[config.mk]
export PLATFORM = sky130hd
export DESIGN_NAME = pcm_serial_rx
export DESIGN_NICKNAME = d
export VERILOG_FILES = /design/src/rtl/pcm_rx_pkg.sv /design/src/rtl/pcm_rx_frame_edge.sv /design/src/rtl/pcm_rx_tail_path.sv /design/src/rtl/pcm_rx_head_path.sv /design/src/rtl/pcm_rx_pairer.sv /design/src/rtl/pcm_serial_rx.sv
export SDC_FILE = /design/constraint.sdc
export NUM_CORES = 1
export LEC_CHECK = 0
export BUFFER_PORTS_ARGS = -buffer_cell sky130_fd_sc_hd__buf_2
export CAP_MARGIN = 20
export CORE_MARGIN = 4
export CORE_UTILIZATION = 53
export DETAILED_ROUTE_END_ITERATION = 10
export GPL_TIMING_DRIVEN = 0
export PLACE_DENSITY_LB_ADDON = 0.08
export SKIP_LAST_GASP = 1
export SLEW_MARGIN = 10
export SYNTH_ARGS = -nofsm -noshare
export SYNTH_HDL_FRONTEND = slang
export SYNTH_SLANG_ARGS = --single-unit
[constraint.sdc]
create_clock -name bclk -period 2.5 [get_ports bclk]
set_clock_uncertainty 0.15 [all_clocks]
set_input_delay 0 -clock bclk [delete_from_list [all_inputs] [get_ports bclk]]
set_output_delay 0 -clock bclk [all_outputs]
set_load 0.01 [all_outputs]
[src/rtl/pcm_rx_pkg.sv]
package pcm_rx_pkg;
  typedef enum logic [1:0] {
    FMT_RJ16 = 2'b00,
    FMT_RJ24 = 2'b01,
    FMT_LJ24 = 2'b10,
    FMT_DLY  = 2'b11
  } fmt_e;

  // frame clock level that marks the left channel in a given format
  function automatic logic left_level(input fmt_e f);
    return (f != FMT_DLY);
  endfunction
endpackage

[src/rtl/pcm_rx_frame_edge.sv]
module pcm_rx_frame_edge (
  input  logic clk,
  input  logic rst_n,
  input  logic lr,
  output logic tr,
  output logic lr_prev
);
  logic seen;

  always_ff @(posedge clk) begin
    if (!rst_n) begin
      seen    <= 1'b0;
      lr_prev <= 1'b0;
    end else begin
      seen    <= 1'b1;
      lr_prev <= lr;
    end
  end

  // level change relative to the previous sampled level
  assign tr = seen && (lr != lr_prev);
endmodule

[src/rtl/pcm_rx_tail_path.sv]
module pcm_rx_tail_path #(
  parameter int W       = 24,
  parameter int SHORT_W = 16
) (
  input  logic         clk,
  input  logic         rst_n,
  input  logic         en,
  input  logic         short_word,
  input  logic         tr,
  input  logic         sd,
  input  logic         lr_prev,
  output logic         cv,
  output logic         clvl,
  output logic [W-1:0] cw
);
  logic [W-1:0] sr;
  logic         armed;
  logic [W-1:0] short_ext;

  generate
    if (SHORT_W < W) begin : g_ext
      assign short_ext = {{(W-SHORT_W){sr[SHORT_W-1]}}, sr[SHORT_W-1:0]};
    end else begin : g_noext
      assign short_ext = sr;
    end
  endgenerate

  always_ff @(posedge clk) begin
    if (!rst_n) begin
      sr    <= '0;
      armed <= 1'b0;
    end else begin
      sr <= {sr[W-2:0], sd};
      if (en && tr) armed <= 1'b1;
    end
  end

  // the window holds the finished half-frame when the new level is seen
  assign cv   = en && tr && armed;
  assign clvl = lr_prev;
  assign cw   = short_word ? short_ext : sr;
endmodule

[src/rtl/pcm_rx_head_path.sv]
module pcm_rx_head_path #(
  parameter int W = 24,
  localparam int NB_W = $clog2(W + 1)
) (
  input  logic         clk,
  input  logic         rst_n,
  input  logic         en,
  input  logic         delayed,
  input  logic         tr,
  input  logic         sd,
  input  logic         lr,
  output logic         cv,
  output logic         clvl,
  output logic [W-1:0] cw
);
  logic            active;
  logic            done;
  logic [NB_W-1:0] nb;
  logic [W-1:0]    acc;
  logic            lvl;
  logic [W-1:0]    with_bit;
  logic [NB_W-1:0] pos;
  logic            last_bit;

  assign pos      = NB_W'(W - 1) - nb;
  assign last_bit = (nb == NB_W'(W - 1));

  always_comb begin
    with_bit = acc;
    if (nb < NB_W'(W)) with_bit[pos] = sd;
  end

  always_comb begin
    cv = 1'b0;
    cw = acc;
    if (en && active && !done) begin
      if (tr) begin
        // half-frame cut short: in the delayed format this edge still
        // carries the old word's final bit
        cv = (nb != '0);
        cw = delayed ? with_bit : acc;
      end else if (last_bit) begin
        cv = 1'b1;
        cw = with_bit;
      end
    end
  end

  assign clvl = lvl;

  always_ff @(posedge clk) begin
    if (!rst_n) begin
      active <= 1'b0;
      done   <= 1'b0;
      nb     <= '0;
      acc    <= '0;
      lvl    <= 1'b0;
    end else if (en) begin
      if (tr) begin
        active <= 1'b1;
        done   <= 1'b0;
        lvl    <= lr;
        if (delayed) begin
          nb  <= '0;
          acc <= '0;
        end else begin
          nb  <= NB_W'(1);
          acc <= {sd, {(W-1){1'b0}}};
        end
      end else if (active && !done) begin
        acc <= with_bit;
        nb  <= nb + 1'b1;
        if (last_bit) done <= 1'b1;
      end
    end
  end
endmodule

[src/rtl/pcm_rx_pairer.sv]
module pcm_rx_pairer #(
  parameter int W = 24
) (
  input  logic         clk,
  input  logic         rst_n,
  input  logic         cv,
  input  logic         cleft,
  input  logic [W-1:0] cw,
  output logic [W-1:0] left_o,
  output logic [W-1:0] right_o,
  output logic         valid_o
);
  logic [W-1:0] left_hold;
  logic         have_left;

  always_ff @(posedge clk) begin
    if (!rst_n) begin
      left_hold <= '0;
      have_left <= 1'b0;
      left_o    <= '0;
      right_o   <= '0;
      valid_o   <= 1'b0;
    end else begin
      valid_o <= 1'b0;
      if (cv && cleft) begin
        left_hold <= cw;
        have_left <= 1'b1;
      end else if (cv && have_left) begin
        left_o    <= left_hold;
        right_o   <= cw;
        valid_o   <= 1'b1;
        have_left <= 1'b0;
      end
    end
  end
endmodule

[src/rtl/pcm_serial_rx.sv]
module pcm_serial_rx #(
  parameter int WORD_W  = 24,
  parameter int SHORT_W = 16
) (
  input  logic              bclk,
  input  logic              rst_n,
  input  logic [1:0]        fmt_sel,
  input  logic              frame_clk,
  input  logic              sdata,
  output logic [WORD_W-1:0] left_o,
  output logic [WORD_W-1:0] right_o,
  output logic              sample_valid
);
  import pcm_rx_pkg::*;

  fmt_e              fmt_q;
  logic              tr, lr_prev;
  logic              en_tail, en_head;
  logic              tail_cv, tail_lvl, head_cv, head_lvl;
  logic [WORD_W-1:0] tail_cw, head_cw;
  logic              cv, cleft, clvl;
  logic [WORD_W-1:0] cw;

  always_ff @(posedge bclk) begin
    if (!rst_n) fmt_q <= fmt_e'(fmt_sel);
  end

  assign en_tail = (fmt_q == FMT_RJ16) || (fmt_q == FMT_RJ24);
  assign en_head = !en_tail;

  pcm_rx_frame_edge u_edge (
    .clk(bclk), .rst_n(rst_n), .lr(frame_clk), .tr(tr), .lr_prev(lr_prev)
  );

  pcm_rx_tail_path #(.W(WORD_W), .SHORT_W(SHORT_W)) u_tail (
    .clk(bclk), .rst_n(rst_n), .en(en_tail), .short_word(fmt_q == FMT_RJ16),
    .tr(tr), .sd(sdata), .lr_prev(lr_prev),
    .cv(tail_cv), .clvl(tail_lvl), .cw(tail_cw)
  );

  pcm_rx_head_path #(.W(WORD_W)) u_head (
    .clk(bclk), .rst_n(rst_n), .en(en_head), .delayed(fmt_q == FMT_DLY),
    .tr(tr), .sd(sdata), .lr(frame_clk),
    .cv(head_cv), .clvl(head_lvl), .cw(head_cw)
  );

  assign cv    = tail_cv || head_cv;
  assign cw    = tail_cv ? tail_cw : head_cw;
  assign clvl  = tail_cv ? tail_lvl : head_lvl;
  assign cleft = (clvl == left_level(fmt_q));

  pcm_rx_pairer #(.W(WORD_W)) u_pair (
    .clk(bclk), .rst_n(rst_n), .cv(cv), .cleft(cleft), .cw(cw),
    .left_o(left_o), .right_o(right_o), .valid_o(sample_valid)
  );
endmodule

Word-level counts from Yosys, hierarchy flattened
Index checks and enable logic that the tools add are counted.
{"block": "op_classes", "n_mux": 27, "eq_ne": 6, "n_lt_le_gt_ge": 3, "add_sub_neg": 2, "reduce_logical": 23, "bitwise_logic": 3}
{"cell": "24-bit two-way mux", "n": 10}
{"cell": "24-bit bitwise mux", "n": 1}
{"cell": "1-bit two-way mux", "n": 13}
{"cell": "5-bit two-way mux", "n": 2}
{"cell": "1-bit logical AND", "n": 9}
{"cell": "5-bit by 6-bit < comparator with 1-bit output (second input constant)", "n": 1}
{"cell": "2-bit AND reduction", "n": 3}
{"cell": "2-bit nonzero test", "n": 3}
{"cell": "5-bit by 1-bit adder with 5-bit output (second input constant)", "n": 1}
{"cell": "1-bit demux with 5-bit select", "n": 1}
{"cell": "5-bit == test (second input constant)", "n": 1}
{"cell": "5-bit by 1-bit >= comparator with 1-bit output (second input constant)", "n": 1}
{"cell": "5-bit < comparator (second input constant)", "n": 1}
{"cell": "5-bit nonzero test", "n": 1}
{"cell": "5-bit subtractor (first input constant)", "n": 1}
{"cell": "1-bit inverter", "n": 3}
{"cell": "3-bit AND reduction", "n": 1}
{"cell": "2-bit by 1-bit == test with 1-bit output (second input constant)", "n": 1}
{"cell": "2-bit == test (second input constant)", "n": 1}
{"cell": "1-bit logical NOT", "n": 2}
{"cell": "2-bit logical NOT", "n": 1}
{"cell": "1-bit logical OR", "n": 2}
{"cell": "2-bit != test (second input constant)", "n": 1}
{"cell": "2-bit OR reduction", "n": 1}
{"cell": "other kinds (2)", "n": 2}
{"block": "totals", "in_bits": 6, "output_inout_bits": 49, "register_bits": 135, "wordCells": 79}

Depth between registers and ports, before layout
{"block": "depth", "depth_word": 11, "ltp_mapped": 8, "mapped_depth_nobuf": 7}

By module
From an unflattened synthesis, not the netlist that was laid out.
{"block": "hier_totals", "cells_unflattened": 704, "hier_area_um2": 6587.6}
{"module": "pcm_rx_pairer", "area_each_um2": 3022.9, "instances": 1, "seq_area_each_um2": 1481.4, "cells_per_inst": 324}
{"module": "pcm_rx_head_path", "area_each_um2": 2110.8, "instances": 1, "seq_area_each_um2": 640.6, "cells_per_inst": 250}
{"module": "pcm_rx_tail_path", "area_each_um2": 892.1, "instances": 1, "seq_area_each_um2": 500.5, "cells_per_inst": 88}
{"module": "pcm_serial_rx", "area_each_um2": 499.2, "instances": 1, "seq_area_each_um2": 60.1, "cells_per_inst": 37}
{"module": "pcm_rx_frame_edge", "area_each_um2": 62.6, "instances": 1, "seq_area_each_um2": 40.0, "cells_per_inst": 5}

Worst setup path before layout
OpenSTA, ideal clock, no wires.
{"block": "synth_path", "path_type": "flip-flop to flip-flop", "from": "register u_head.nb[0]", "to": "register u_pair.right_o[12]", "synth_period_minus_slack_ns": 2.419, "path_buffers": 1, "arrival_ns": 2.178, "path_stages_with_launch": 8, "slack_ns": 0.081, "required_ns": 2.259, "setup_time_ns": 0.091, "cell_sequence": "dfxtp_1 inv_1 ha_1 or4b_1 a311oi_4 nor2_1 buf_2 a311oi_1"}
{"block": "synth_between", "elab_chain_cells": 11, "elab_cells_between_ends": 24, "cone_classes": "add/sub: 1; order compare: 3; eq/ne: 1; mux: 12; bitwise: 1; reduce/logical: 6"}
{"element": "start: declaration", "line": "pcm_rx_head_path.sv:18", "source": "logic [NB_W-1:0] nb;"}
{"element": "start signal: assignment", "line": "pcm_rx_head_path.sv:72", "source": "nb <= nb + 1'b1;"}
{"element": "5-bit subtractor", "line": "pcm_rx_head_path.sv:25", "source": "assign pos = NB_W'(W - 1) - nb;"}
{"element": "5-bit by 6-bit < comparator with 1-bit output (not written as such) / 5-bit by 1-bit >= comparator with 1-bit output (equally long branches)", "line": "pcm_rx_head_path.sv:30", "source": "if (nb < NB_W'(W)) with_bit[pos] = sd;"}
{"element": "1-bit logical AND (not written as such)", "line": "pcm_rx_head_path.sv:30"}
{"element": "1-bit two-way mux (not written as such)", "line": "pcm_rx_head_path.sv:30"}
{"element": "1-bit demux with 5-bit select"}
{"element": "24-bit bitwise mux", "line": "pcm_rx_head_path.sv:30"}
{"element": "24-bit two-way mux", "line": "pcm_rx_head_path.sv:30"}
{"element": "24-bit two-way mux (on tied branches)", "line": "pcm_rx_head_path.sv:42, pcm_rx_head_path.sv:41"}
{"element": "24-bit two-way mux", "line": "pcm_rx_head_path.sv:37", "source": "if (tr) begin"}
{"element": "24-bit two-way mux", "line": "pcm_rx_head_path.sv:36", "source": "if (en && active && !done) begin"}
{"element": "24-bit two-way mux", "line": "pcm_serial_rx.sv:48", "source": "assign cw = tail_cv ? tail_cw : head_cw;"}
{"element": "end signal: assignment", "line": "pcm_rx_pairer.sv:30", "source": "right_o <= cw;"}
{"element": "end: declaration", "line": "pcm_rx_pairer.sv:10", "source": "output logic [W-1:0] right_o,"}
Parallel ways exist; a longest one is shown, timed or not.
A chain may end at the register's enable or synchronous reset.

Worst setup path after layout
{"block": "layout_path", "from": "register u_head.nb[0]", "to": "register u_pair.right_o[6]"}
Same word-level chain as after synthesis.

==> impl_metrics.csv <==
group,metric,value,unit
sta,finalWorstSetupSlack,0.03701,ns
place,placed_cells_incl_taps,856,
place,dp_slack,-0.4679,ns
global_route,track_usage,0.2709,
clock_network,cts_buffer_depth,2,
synth,yosysSeqAreaShare,0.4599,
synth,async_reset_ff_frac,0,
detailed_routing,first_iter_violations,517,
synth,synth_ff_type,"dfxtp_1",
sta,min_period_over_period,0.9852,
cells_and_area,layoutNonFillerInstCount,902,
floorplanning,die_h,113.7,µm
cells_and_area,syn2layout_area_growth,24.86,%
synth,mappedNetlistArea,5919,µm²
synth,ys.warnings.count,0,
clock_network,cts_tree,"yes",
clock_network,root_buffer,"clkbuf_8",
detailed_routing,drc,0,
power_and_ir_drop,p_total,5.135,mW
sta,hold_violations,0,
synth,synth_edf_count,2,
global_route,grt_pass1_wl,27570,µm
floorplanning,fp.dieW,113.7,µm
place,place_congestion,0.8859,
cells_and_area,final_net_count,762,
synth,ys_seq_elements,135,
floorplanning,rows,38,
clock_network,h-tree-depth,4,
sta,period_minus_slack,2.463,ns
sta,slew_viol_final,0,
global_route,first_global_vias,5389,
critical_path,cp.arrival,2.71,ns
cells_and_area,drive_gt1_frac,0.2270,
sta,slew_headroom,0.5281,
synth,syn_area_per_cell,8.928,µm²
detailed_routing,antenna_left,0,
sta,setup_viol,0,
detailed_routing,wl_per_cell,18.95,µm
synth,syn_nets,675,
power_and_ir_drop,p_leak,2.684,nW
critical_path,end_kind,"register",
global_route,antenna_found_initial,0,
sta,rsz0062_at_grt,"yes",
global_route,grt_max_degree,17,
critical_path,crit_fanout,10,
hold_path,hp-class,"primary input to register",
floorplanning,core_area,10890,µm²
cells_and_area,post-route-util,0.6788,
place,hpwl,12130,µm
cells_and_area,diodes,0,
floorplanning,initial_core_util,0.5437,
detailed_routing,drtPass1Iterations,6,
clock_network,cts_sinks,135,
synth,post_synth_num_cell_types,49,
detailed_routing,vias_per_cell,6.071,
critical_path,start_kind,"register",
sta,holdWs,0.02473,ns
sta,fmax,0.4060,GHz
place,numPortBuffers,53,
power_and_ir_drop,peakVddDrop,454.9,µV
floorplanning,die-area,12920,µm²
critical_path,crit_type,"register to register",
sta,worstMarginPinSlew,0.7079,ns
floorplanning,ioPinCount,55,
critical_path,required,2.74,ns
detailed_routing,wirelength,17090,µm
power_and_ir_drop,p_per_area,694.8,nW/µm²
run_status,status,"complete, no violations",
detailed_routing,num_vias,5476,
clock_network,clock_latency,0.54,ns
clock_network,numCtsBuffers,17,
global_route,grt-ovfl-total,0,
clock_network,path_clk_slew,0.06,ns
flow_run,drv_cap,0,
synth,synthCells,663,
logic make-up after synthesis:
| family | after synthesis | share of synthesized area |
|---|---|---|
| flops | 135 | 0.4599 |
| buf+inv | 71 | 0.04777 |
| mux | 27 | 0.04692 |
| simple gates | 181 | 0.1691 |
| fa+ha+maj | 6 | 0.01268 |
| compound gates | 239 | 0.2564 |
| xor+xnor | 4 | 0.007188 |
cells in the final DEF, fill, tap and decap left out, types with 4 or more instances in the layout:
| master | synthesis | layout |
|---|---|---|
| bufinv_16 | 0 | 4 |
| a311oi_1 | 31 | 23 |
| a22oi_1 | 6 | 6 |
| dlygate4sd3_1 | 0 | 4 |
| mux2_2 | 6 | 6 |
| a31oi_2 | 0 | 4 |
| buf_2 | 13 | 56 |
| a31oi_1 | 8 | 4 |
| nand4b_1 | 9 | 9 |
| o211ai_1 | 15 | 15 |
| a2bb2oi_1 | 12 | 12 |
| buf_4 | 0 | 19 |
| clkbuf_16 | 0 | 17 |
| nor4bb_1 | 8 | 8 |
| or3_1 | 12 | 12 |
| dfxtp_1 | 133 | 131 |
| and2_1 | 32 | 32 |
| nand3_1 | 27 | 27 |
| o21ai_0 | 58 | 57 |
| a211oi_1 | 15 | 14 |
| a21oi_1 | 79 | 74 |
| clkbuf_2 | 0 | 18 |
| clkbuf_1 | 53 | 33 |
| ha_1 | 6 | 5 |
| a311oi_2 | 0 | 8 |
| nand2_1 | 39 | 38 |
| nor2_1 | 34 | 32 |
| a21oi_2 | 0 | 5 |
| clkbuf_4 | 0 | 4 |
| mux2i_1 | 21 | 21 |
stage by stage:
step / instance area, µm² / TNS [ns]
final: 7391 / 0
after floorplan: 5919 / 0
after global placement: 6360 / -20.31
after CTS: 7159 / -0.08161
after global routing: 7391 / -0.1558
after detailed placement: 6360 / -25.18
per-layer routing:
metal	track usage	wire, µm
met1	0.3507	7657
met2	0.4307	7930
met3	0.06366	1118
met4	0.1226	385
met5	0	0
layout make-up:
type                       instances  area, µm²
buffer                            65      317.8
clock buffer                      21      470.5
clock inverter                    10      166.4
fill                             866       3497
inverter                           5      18.77
multi-input combinational        457       3109
sequential                       135       2728
tap                              140      175.2
timing repair buffer              69      405.4
report_power, final:
part	switching [mW]	total (mW)	internal, mW	leakage, nW
clock	0.949	2.68	1.73	0.306
combinational	0.178	0.259	0.0812	1.28
sequential	0.0203	2.20	2.17	1.09
synth_stat cells (6+ instances only):
cell | n | area (µm²)
nor4bb_1 | 8 | 80.08
nand4b_1 | 9 | 78.83
dfxtp_1 | 133 | 2663
ha_1 | 6 | 75.07
nor2_1 | 34 | 127.6
and2_1 | 32 | 200.2
a311oi_1 | 31 | 271.5
nand3_1 | 27 | 135.1
o211ai_1 | 15 | 112.6
nand2_1 | 39 | 146.4
a2bb2oi_1 | 12 | 105.1
a21oi_1 | 79 | 395.4
clkbuf_1 | 53 | 198.9
buf_2 | 13 | 65.06
mux2_2 | 6 | 67.56
a31oi_1 | 8 | 50.05
o21ai_0 | 58 | 290.3
mux2i_1 | 21 | 210.2
a211oi_1 | 15 | 112.6
or3_1 | 12 | 75.07
a22oi_1 | 6 | 45.04
sequential cells by signal, indices dropped and copies added (netlist names):
signal            cells
u_head.acc           24
u_pair.left_hold     24
u_pair.left_o        24
u_pair.right_o       24
u_tail.sr            24
u_head.nb             5
fmt_q                 2
u_edge.lr_prev        1
u_edge.seen           1
u_head.active         1
u_head.clvl           1
u_head.done           1
u_pair.have_left      1
u_pair.valid_o        1
u_tail.armed          1
path summary, 6_finish.rpt:
kind / start / to / slack (ns) / cells after the start
worst min register to register: u_tail.sr[0] / u_tail.sr[1] / 0.31 / 1
worst max-delay path: u_head.nb[0] / u_pair.right_o[6] / 0.04 / 8
worst min-delay path: fmt_sel[1] / fmt_q[1] / 0.02 / 2
worst max register to register: u_head.nb[0] / u_pair.right_o[6] / 0.04 / 8
timing repair:
action | 4_1_cts | 5_1_grt
pin swaps | 3 | 9
hold buffers | 4 | 0
setup endpoints to repair | 74 | 83
endpoints found under the hold margin | 36 | 0
setup buffers | 5 | 7
resized for setup | 24 | 70
worst max-delay path, stage by stage, from the launching register on:
cell and delay [ns]:
dfxtp_4 0.38, inv_2 0.09, ha_4 0.17, or4b_4 0.51, a311o_1 0.40, buf_4 0.18
buf_4 0.18, a21oi_1 0.19, a311oi_2 0.07
Power figures use the tool's default switching activity.
